--- src/rtl/txpd_pkg.sv ---
package txpd_pkg;

    // Phase of the pairing sequence for the pair currently in flight
    typedef enum logic [1:0] {
        PH_WAIT = 2'd0,   // no destination known yet
        PH_CTL  = 2'd1,   // passing the control frame
        PH_DAT  = 2'd2    // passing the data packet
    } phase_e;

    // True when a destination code names an implemented port
    function automatic logic fn_dest_ok(input int unsigned dest, input int unsigned nports);
        return dest < nports;
    endfunction

endpackage

--- src/rtl/txpd_pair_ctrl.sv ---
module txpd_pair_ctrl
    import txpd_pkg::*;
#(
    parameter int NPORTS = 4,
    parameter int DEST_W = 4
) (
    input  logic              clk,
    input  logic              rst,
    input  logic              dat_peek_valid,
    input  logic [DEST_W-1:0] dat_peek_dest,
    input  logic              ctl_done,
    input  logic              dat_done,
    output phase_e            phase,
    output logic [DEST_W-1:0] sel,
    output logic              drop
);

    phase_e            phase_q;
    logic [DEST_W-1:0] sel_q;
    logic              drop_q;

    always_ff @(posedge clk) begin
        if (rst) begin
            phase_q <= PH_WAIT;
            sel_q   <= '0;
            drop_q  <= 1'b0;
        end else begin
            unique case (phase_q)
                PH_WAIT: begin
                    if (dat_peek_valid) begin
                        sel_q   <= dat_peek_dest;
                        drop_q  <= !fn_dest_ok(int'(dat_peek_dest), NPORTS);
                        phase_q <= PH_CTL;
                    end
                end
                PH_CTL: begin
                    if (ctl_done) phase_q <= PH_DAT;
                end
                PH_DAT: begin
                    if (dat_done) phase_q <= PH_WAIT;
                end
                default: phase_q <= PH_WAIT;
            endcase
        end
    end

    assign phase = phase_q;
    assign sel   = sel_q;
    assign drop  = drop_q;

    // selection is frozen while a data packet is in flight
    p_sel_hold_r6: assert property (@(posedge clk) disable iff (rst)
        (phase_q == PH_DAT && !dat_done) |=> $stable(sel_q));

    // a control phase never returns to idle without handing over to data
    p_ctl_then_dat_r4: assert property (@(posedge clk) disable iff (rst)
        (phase_q == PH_CTL) |=> (phase_q != PH_WAIT));

endmodule

--- src/rtl/txpd_steer.sv ---
module txpd_steer #(
    parameter int NPORTS = 4,
    parameter int W      = 32,
    parameter int SEL_W  = 4
) (
    input  logic              en,
    input  logic              drop,
    input  logic [SEL_W-1:0]  sel,
    input  logic [W-1:0]      s_tdata,
    input  logic              s_tlast,
    input  logic              s_tvalid,
    output logic              s_tready,
    output logic [NPORTS*W-1:0] m_tdata,
    output logic [NPORTS-1:0] m_tlast,
    output logic [NPORTS-1:0] m_tvalid,
    input  logic [NPORTS-1:0] m_tready
);

    logic sel_rdy;

    always_comb begin
        sel_rdy = 1'b0;
        for (int i = 0; i < NPORTS; i++) begin
            if (sel == SEL_W'(i)) sel_rdy = m_tready[i];
        end
    end

    for (genvar g = 0; g < NPORTS; g++) begin : g_port
        assign m_tdata[g*W +: W] = s_tdata;
        assign m_tlast[g]        = s_tlast;
        assign m_tvalid[g]       = en && !drop && s_tvalid && (sel == SEL_W'(g));
    end

    assign s_tready = en && (drop || sel_rdy);

endmodule

--- src/rtl/tx_pair_demux.sv ---
module tx_pair_demux
    import txpd_pkg::*;
#(
    parameter int NPORTS = 4,
    parameter int DATA_W = 32,
    parameter int CTRL_W = 32,
    parameter int DEST_W = 4
) (
    input  logic                     clk,
    input  logic                     rst,
    input  logic [DATA_W-1:0]        s_dat_tdata,
    input  logic [DEST_W-1:0]        s_dat_tdest,
    input  logic                     s_dat_tlast,
    input  logic                     s_dat_tvalid,
    output logic                     s_dat_tready,
    input  logic [CTRL_W-1:0]        s_ctl_tdata,
    input  logic                     s_ctl_tlast,
    input  logic                     s_ctl_tvalid,
    output logic                     s_ctl_tready,
    output logic [NPORTS*DATA_W-1:0] m_dat_tdata,
    output logic [NPORTS-1:0]        m_dat_tlast,
    output logic [NPORTS-1:0]        m_dat_tvalid,
    input  logic [NPORTS-1:0]        m_dat_tready,
    output logic [NPORTS*CTRL_W-1:0] m_ctl_tdata,
    output logic [NPORTS-1:0]        m_ctl_tlast,
    output logic [NPORTS-1:0]        m_ctl_tvalid,
    input  logic [NPORTS-1:0]        m_ctl_tready
);

    phase_e            phase;
    logic [DEST_W-1:0] sel;
    logic              drop;
    logic              ctl_done;
    logic              dat_done;

    assign ctl_done = s_ctl_tvalid && s_ctl_tready && s_ctl_tlast;
    assign dat_done = s_dat_tvalid && s_dat_tready && s_dat_tlast;

    txpd_pair_ctrl #(.NPORTS(NPORTS), .DEST_W(DEST_W)) u_ctrl (
        .clk            (clk),
        .rst            (rst),
        .dat_peek_valid (s_dat_tvalid),
        .dat_peek_dest  (s_dat_tdest),
        .ctl_done       (ctl_done),
        .dat_done       (dat_done),
        .phase          (phase),
        .sel            (sel),
        .drop           (drop)
    );

    txpd_steer #(.NPORTS(NPORTS), .W(CTRL_W), .SEL_W(DEST_W)) u_ctl_steer (
        .en       (phase == PH_CTL),
        .drop     (drop),
        .sel      (sel),
        .s_tdata  (s_ctl_tdata),
        .s_tlast  (s_ctl_tlast),
        .s_tvalid (s_ctl_tvalid),
        .s_tready (s_ctl_tready),
        .m_tdata  (m_ctl_tdata),
        .m_tlast  (m_ctl_tlast),
        .m_tvalid (m_ctl_tvalid),
        .m_tready (m_ctl_tready)
    );

    txpd_steer #(.NPORTS(NPORTS), .W(DATA_W), .SEL_W(DEST_W)) u_dat_steer (
        .en       (phase == PH_DAT),
        .drop     (drop),
        .sel      (sel),
        .s_tdata  (s_dat_tdata),
        .s_tlast  (s_dat_tlast),
        .s_tvalid (s_dat_tvalid),
        .s_tready (s_dat_tready),
        .m_tdata  (m_dat_tdata),
        .m_tlast  (m_dat_tlast),
        .m_tvalid (m_dat_tvalid),
        .m_tready (m_dat_tready)
    );

    // first cycle out of reset drives nothing
    p_rst_quiet_r1: assert property (@(posedge clk) disable iff (rst)
        $fell(rst) |-> (m_dat_tvalid == '0 && m_ctl_tvalid == '0 && !s_dat_tready && !s_ctl_tready));

    // at most one data port is offered a beat
    p_one_dat_port_r2: assert property (@(posedge clk) disable iff (rst)
        $onehot0(m_dat_tvalid));

    // at most one control port is offered a beat
    p_one_ctl_port_r3: assert property (@(posedge clk) disable iff (rst)
        $onehot0(m_ctl_tvalid));

    // control and data of a pair are never offered together
    p_ctl_excl_r4: assert property (@(posedge clk) disable iff (rst)
        !((|m_dat_tvalid) && (|m_ctl_tvalid)));

    // a stalled data beat stays offered on the same port
    p_dat_hold_r8: assert property (@(posedge clk) disable iff (rst)
        (|(m_dat_tvalid & ~m_dat_tready)) |=> (m_dat_tvalid == $past(m_dat_tvalid)));

endmodule

--- config.mk ---
export PLATFORM = sky130hd
export DESIGN_NAME = tx_pair_demux
export DESIGN_NICKNAME = d
export VERILOG_FILES = /design/src/rtl/txpd_pkg.sv /design/src/rtl/txpd_pair_ctrl.sv /design/src/rtl/txpd_steer.sv /design/src/rtl/tx_pair_demux.sv
export SDC_FILE = /design/constraint.sdc
export NUM_CORES = 1
export LEC_CHECK = 0
export BUFFER_PORTS_ARGS = -buffer_cell sky130_fd_sc_hd__buf_4
export CORE_AREA = 2 2 138 140
export CTS_BUF_LIST = sky130_fd_sc_hd__clkbuf_16
export DETAILED_ROUTE_END_ITERATION = 8
export DIE_AREA = 0 0 140 142
export PLACE_DENSITY = 0.54
export SLEW_MARGIN = 40
export SYNTH_ARGS = -nofsm -noshare
export SYNTH_HDL_FRONTEND = slang
export SYNTH_SLANG_ARGS = --single-unit
export TNS_END_PERCENT = 100
--- constraint.sdc ---
create_clock -name clk -period 4.5 [get_ports clk]
set_clock_uncertainty 0.15 [all_clocks]
set_input_delay 0.225 -clock clk [delete_from_list [all_inputs] [get_ports clk]]
set_output_delay 0.225 -clock clk [all_outputs]
set_load 0.01 [all_outputs]
Yosys cells after proc, flatten, opt, wreduce, memory -nomap -nowiden --
Cells that the tools add are included. Widths: inputs -> output; s select.
Storage, ports and cells: register bits after elaboration 7, latch bits 0, memory bits (writable) 0, memory bits (read-only) 0, output and inout bits 274, logic and storage cells 50, memories 0
Operators by class: add/sub/neg operators 0, multipliers 0, div/mod/pow operators 0, order comparisons 1, equality and inequality tests 8, shifts and indexed selects 0, multiplexer cells 12, bitwise logic cells 0, reduce and logical (&&, ||, !) cells 26
Operators with widths (number):
- $logic_and 1x1->1 | 18
- $eq 4x2->1 const B | 2
- $mux 1 | 8
- $mux 2 | 3
- $ne 2x2->1 const B | 3
- $pmux 2 s3 | 1
- $eq 4x1->1 const B | 1
- $logic_not 4->1 | 1
- $lt 4x3->1 const B | 1
- $reduce_and 3->1 | 1
- $eq 2x1->1 const B | 1
- $eq 2x2->1 const B | 1
- $logic_not 1->1 | 2
- $logic_not 2->1 | 1
- $logic_or 1x1->1 | 2
- $reduce_and 2->1 | 1

Longest topological paths before layout --
depth in word-level cells 11, depth in mapped cells 5

Cells and area by module --
Synthesis repeated with hierarchy kept, for this count alone.
Second synthesis, totals: cell total of the unflattened synthesis 325, area total of the unflattened synthesis 2528.7 um^2
Modules (own cells, without submodules):
- txpd_steer | times used 2, cells each 146, area each 1094.8 um^2, seq. area each 0.0 um^2
- txpd_pair_ctrl | times used 1, cells each 29, area each 311.5 um^2, seq. area each 140.1 um^2
- tx_pair_demux | times used 1, cells each 4, area each 27.5 um^2, seq. area each 0.0 um^2

Worst setup path after synthesis --
No wires, ideal clock.
kind reg2out, from register u_ctrl.sel_q[1], in the netlist u_ctrl.sel[1], to output s_dat_tready, arrival 1254 ps, data required time 4125 ps, slack 2871 ps, cell stages (with the launch flop) 5, path buffers 1, cell sequence dfxtp_1 -> buf_6 -> a211o_1 -> a311o_1 -> and3b_1
On the way: longest elaborated chain between the ends 7, elaborated cells between the ends (all ways) 10, those cells by class 3 x eq/ne; 4 x mux; 3 x reduce/logical
RTL lines:
- from (decl) | RTL line txpd_pair_ctrl.sv:19 | logic [DEST_W-1:0] sel_q;
- from (signal assigned) | RTL line txpd_pair_ctrl.sv:31 | sel_q <= dat_peek_dest;
- $logic_not 4->1 | RTL line txpd_steer.sv:24 | if (sel == SEL_W'(i)) sel_rdy = m_tready[i];
- $mux 1 (3 in a row) | RTL line txpd_steer.sv:24
- $mux 1 * | RTL line txpd_steer.sv:24
- $logic_or 1x1->1 * | RTL line txpd_steer.sv:34 | assign s_tready = en && (drop || sel_rdy);
- $logic_and 1x1->1 * | RTL line txpd_steer.sv:34
- to (decl) | RTL line tx_pair_demux.sv:15 | output logic s_dat_tready,
Every way passes the cells marked *; elsewhere a longest branch is shown, timed or not.

Worst setup path in the final report --
Same ends and word-level chain as after synthesis.

==> run metrics <==
worst hold start=rst; reg2reg start=u_ctrl.sel[1]$_SDFFE_PP0P_; synthesized flop and latch total=7; DP HPWL=3.741 mm; I/O Buffers=35; R2R Path End=u_ctrl.phase[1]$_SDFFE_PP0P_; Setup Buffers After CTS=0; Layout area overhead=-55.32%; main area contributors after synthesis=buf_4 81%, dfxtp_1 5.7%, nor2_1 1.8%, mux2i_1 1.6%, nor3_1 1.2%; Final setup violation count=0; global-route wire length before repair=5.913 mm; Critical Path RT=4.12 ns; initial DRC count=66; multi-input logic area=314.1 um2; Clock Pin Slew Worst Setup and Hold Paths=0.04 ns; top_reg_cell synth=dfxtp_1; CORE AREA=0.01846 mm2; RSZ-0062 raised after global routing=false; maximum VDD drop=80.59 uV; Boundary Pins=356; cell type with the largest total area after synthesis=buf_4; layout cells sized above 1=46.32%; Tmin final=2.241 ns; relative max-transition margin=64.21%; DIE WIDTH=140 um; Final nets=178; Routability Congestion=0.6858; # clock sinks=7; chip height=142 um; post-synth cell types=25; Seq/Total Area, Yosys=5.700%; cells after synthesis=322; element type at the critical path start=flip-flop; top cell types by occurrence after synthesis=264 x buf_4, 12 x nor2_1, 7 x dfxtp_1; Layout fillers=2158; most frequent cell after synthesis=buf_4; Cells after DPL=325; grt ovf=0; Post-synth EDFFs=0; drt total wl=4.417 mm; ys async rst share=0%; area share of the largest cell type after synthesis=80.61%; outcome=finished with violations; critical setup path kind=flip-flop to output port; Mean Syn Cell Area=7.635 um2; Mapped Area=0.002459 mm2; Crit path arrival time=1.87 ns; fin crit share=49.79%; highest net fanout along the worst path=13; H-tree levels=1; remaining antenna violation count after routing=0; CP max stage cell=dfxtp_1; Rows=50; full die area=0.01988 mm2; CTS Buf Count=3; Pwr Density=254.5 mW/mm2; Post-CTS Resized=0; Reg2Reg Setup Slack=2.66 ns; DRT Pass-1 Iters=6; CP Capture Type=output port; post-DR wirelength/cell=13.38 um; Reg area=140.1 um2; YS warnings=0; f_max=446.3 MHz; DRC viols=46; CTS Hold Buffers Added=0; Slew @ Worst Pin=0.5345 ns; Critical Path Source=u_ctrl.sel[1]$_SDFFE_PP0P_; starting density of the core=13.32%; Post-Layout Cell Count=330; Hold Path Class=primary input to flip-flop; failing checks=design-rule violations; Syn Nets=404; CTS root buffer=clkbuf_16; largest net degree at the start of global routing=14; worst path cell trace=nor2b_1, a211o_1, a311o_1, and3b_1, buf_4; Lkg Pwr=0.3955 nW; Final Hold Fails=0; initial antenna violation count=2; Setup TNS Final=0 ns; Clk Latency, worst-skew pair=0.23 ns; GRT Total Usage=4.250%; Clock Tree Buf Depth=2; Worst path max stage delay=0.55 ns; Slew Limit Fails=0; vias in the first global route=854; via count=773; CTS tree=built; max-cap violations=0; R2R cell count=4; Setup crit end=s_dat_tready; via density per instance=2.342
[worst min path at each step]
stage / endpoint / slack [ns] / cells after the start
after floorplan: u_ctrl.sel[1]$_SDFFE_PP0P_ / 0.22 / 2
after global placement: m_ctl_tdata[44] / 0.30 / 0
after detailed placement: m_ctl_tdata[44] / 0.30 / 0
after CTS: u_ctrl.sel[0]$_SDFFE_PP0P_ / 0.09 / 2
after global routing: u_ctrl.drop$_SDFFE_PP0P_ / 0.10 / 2
final: u_ctrl.sel[2]$_SDFFE_PP0P_ / 0.09 / 2
[sequential cells by signal, indices dropped and copies added, names as in the netlist]
| register | count |
|---|---|
| u_ctrl.drop | 1 |
| u_ctrl.phase | 2 |
| u_ctrl.sel | 4 |
[metal layers]
layer	track usage, %	vias to the layer above	wire length [um]
met5	0	-	13
met4	8.400	2	551
met3	3.567	65	878
met2	5.289	143	1983
met1	2.604	277	991
li1	-	286	-
[critical path: cells and delay by family, from the launching register on]
| family | cells | cell delay, ns |
|---|---|---|
| flops | 1 | 0.55 |
| compound gates | 2 | 0.65 |
| buf+inv | 1 | 0.14 |
| simple gates | 2 | 0.29 |
[cells in the final DEF, fill, tap and decap left out, drive strengths merged]
cell / instances
a211o: 1
nand4bb: 2
nor3: 6
o21ai: 1
mux2: 2
and3: 1
and3b: 1
a221oi: 1
diode: 1
o22ai: 1
or3: 1
nor2: 12
clkbuf: 3
inv: 3
nor2b: 1
a22o: 1
nand3: 1
buf: 35
dfxtp: 7
nand2: 5
a211oi: 1
a311o: 1
nor3b: 4
mux2i: 4
[power by group]
part / internal [W] / switching, W / total [W]
clock network: 0.000116 / 0.0000338 / 0.000149
registers: 0.0000668 / 0.00000792 / 0.0000747
logic: 0.0000308 / 0.0000246 / 0.0000555
total: 0.000213 / 0.0000663 / 0.000280
[cell type report]
class | instances | share of cell area (%)
multi-input cells | 47 | 28.59
well taps | 234 | 26.65
repair buffers | 35 | 23.92
flip-flops and latches | 7 | 12.76
clock buffers | 3 | 6.834
inverters | 2 | 0.6834
clock inverters | 1 | 0.3417
diodes | 1 | 0.2278
[through the flow]
step | total power, W | util, % | setup WS, ns | hold WS [ns] | cell area, um2
final | 0.0002795 | 5.953 | 2.259 | 0.08612 | 1099
after floorplan | 0.0003428 | - | 2.871 | 0.2222 | 2459
after CTS | 0.0002818 | 5.939 | 2.251 | 0.08908 | 1096
after detailed placement | 0.0001324 | 5.512 | 2.500 | 0.3002 | 1017
after global placement | 0.0001323 | 5.512 | 2.529 | 0.3002 | 1017
after global routing | 0.0002920 | 5.939 | 2.189 | 0.1045 | 1096
[kinds of logic after synthesis]
logic type,count (synthesis),share of synthesized area [%]
mux,6,2.545
simple gates,34,7.735
flops,7,5.700
compound gates,7,2.494
buf+inv,268,81.53
Note: power is estimated with default switching activity, not from simulation.
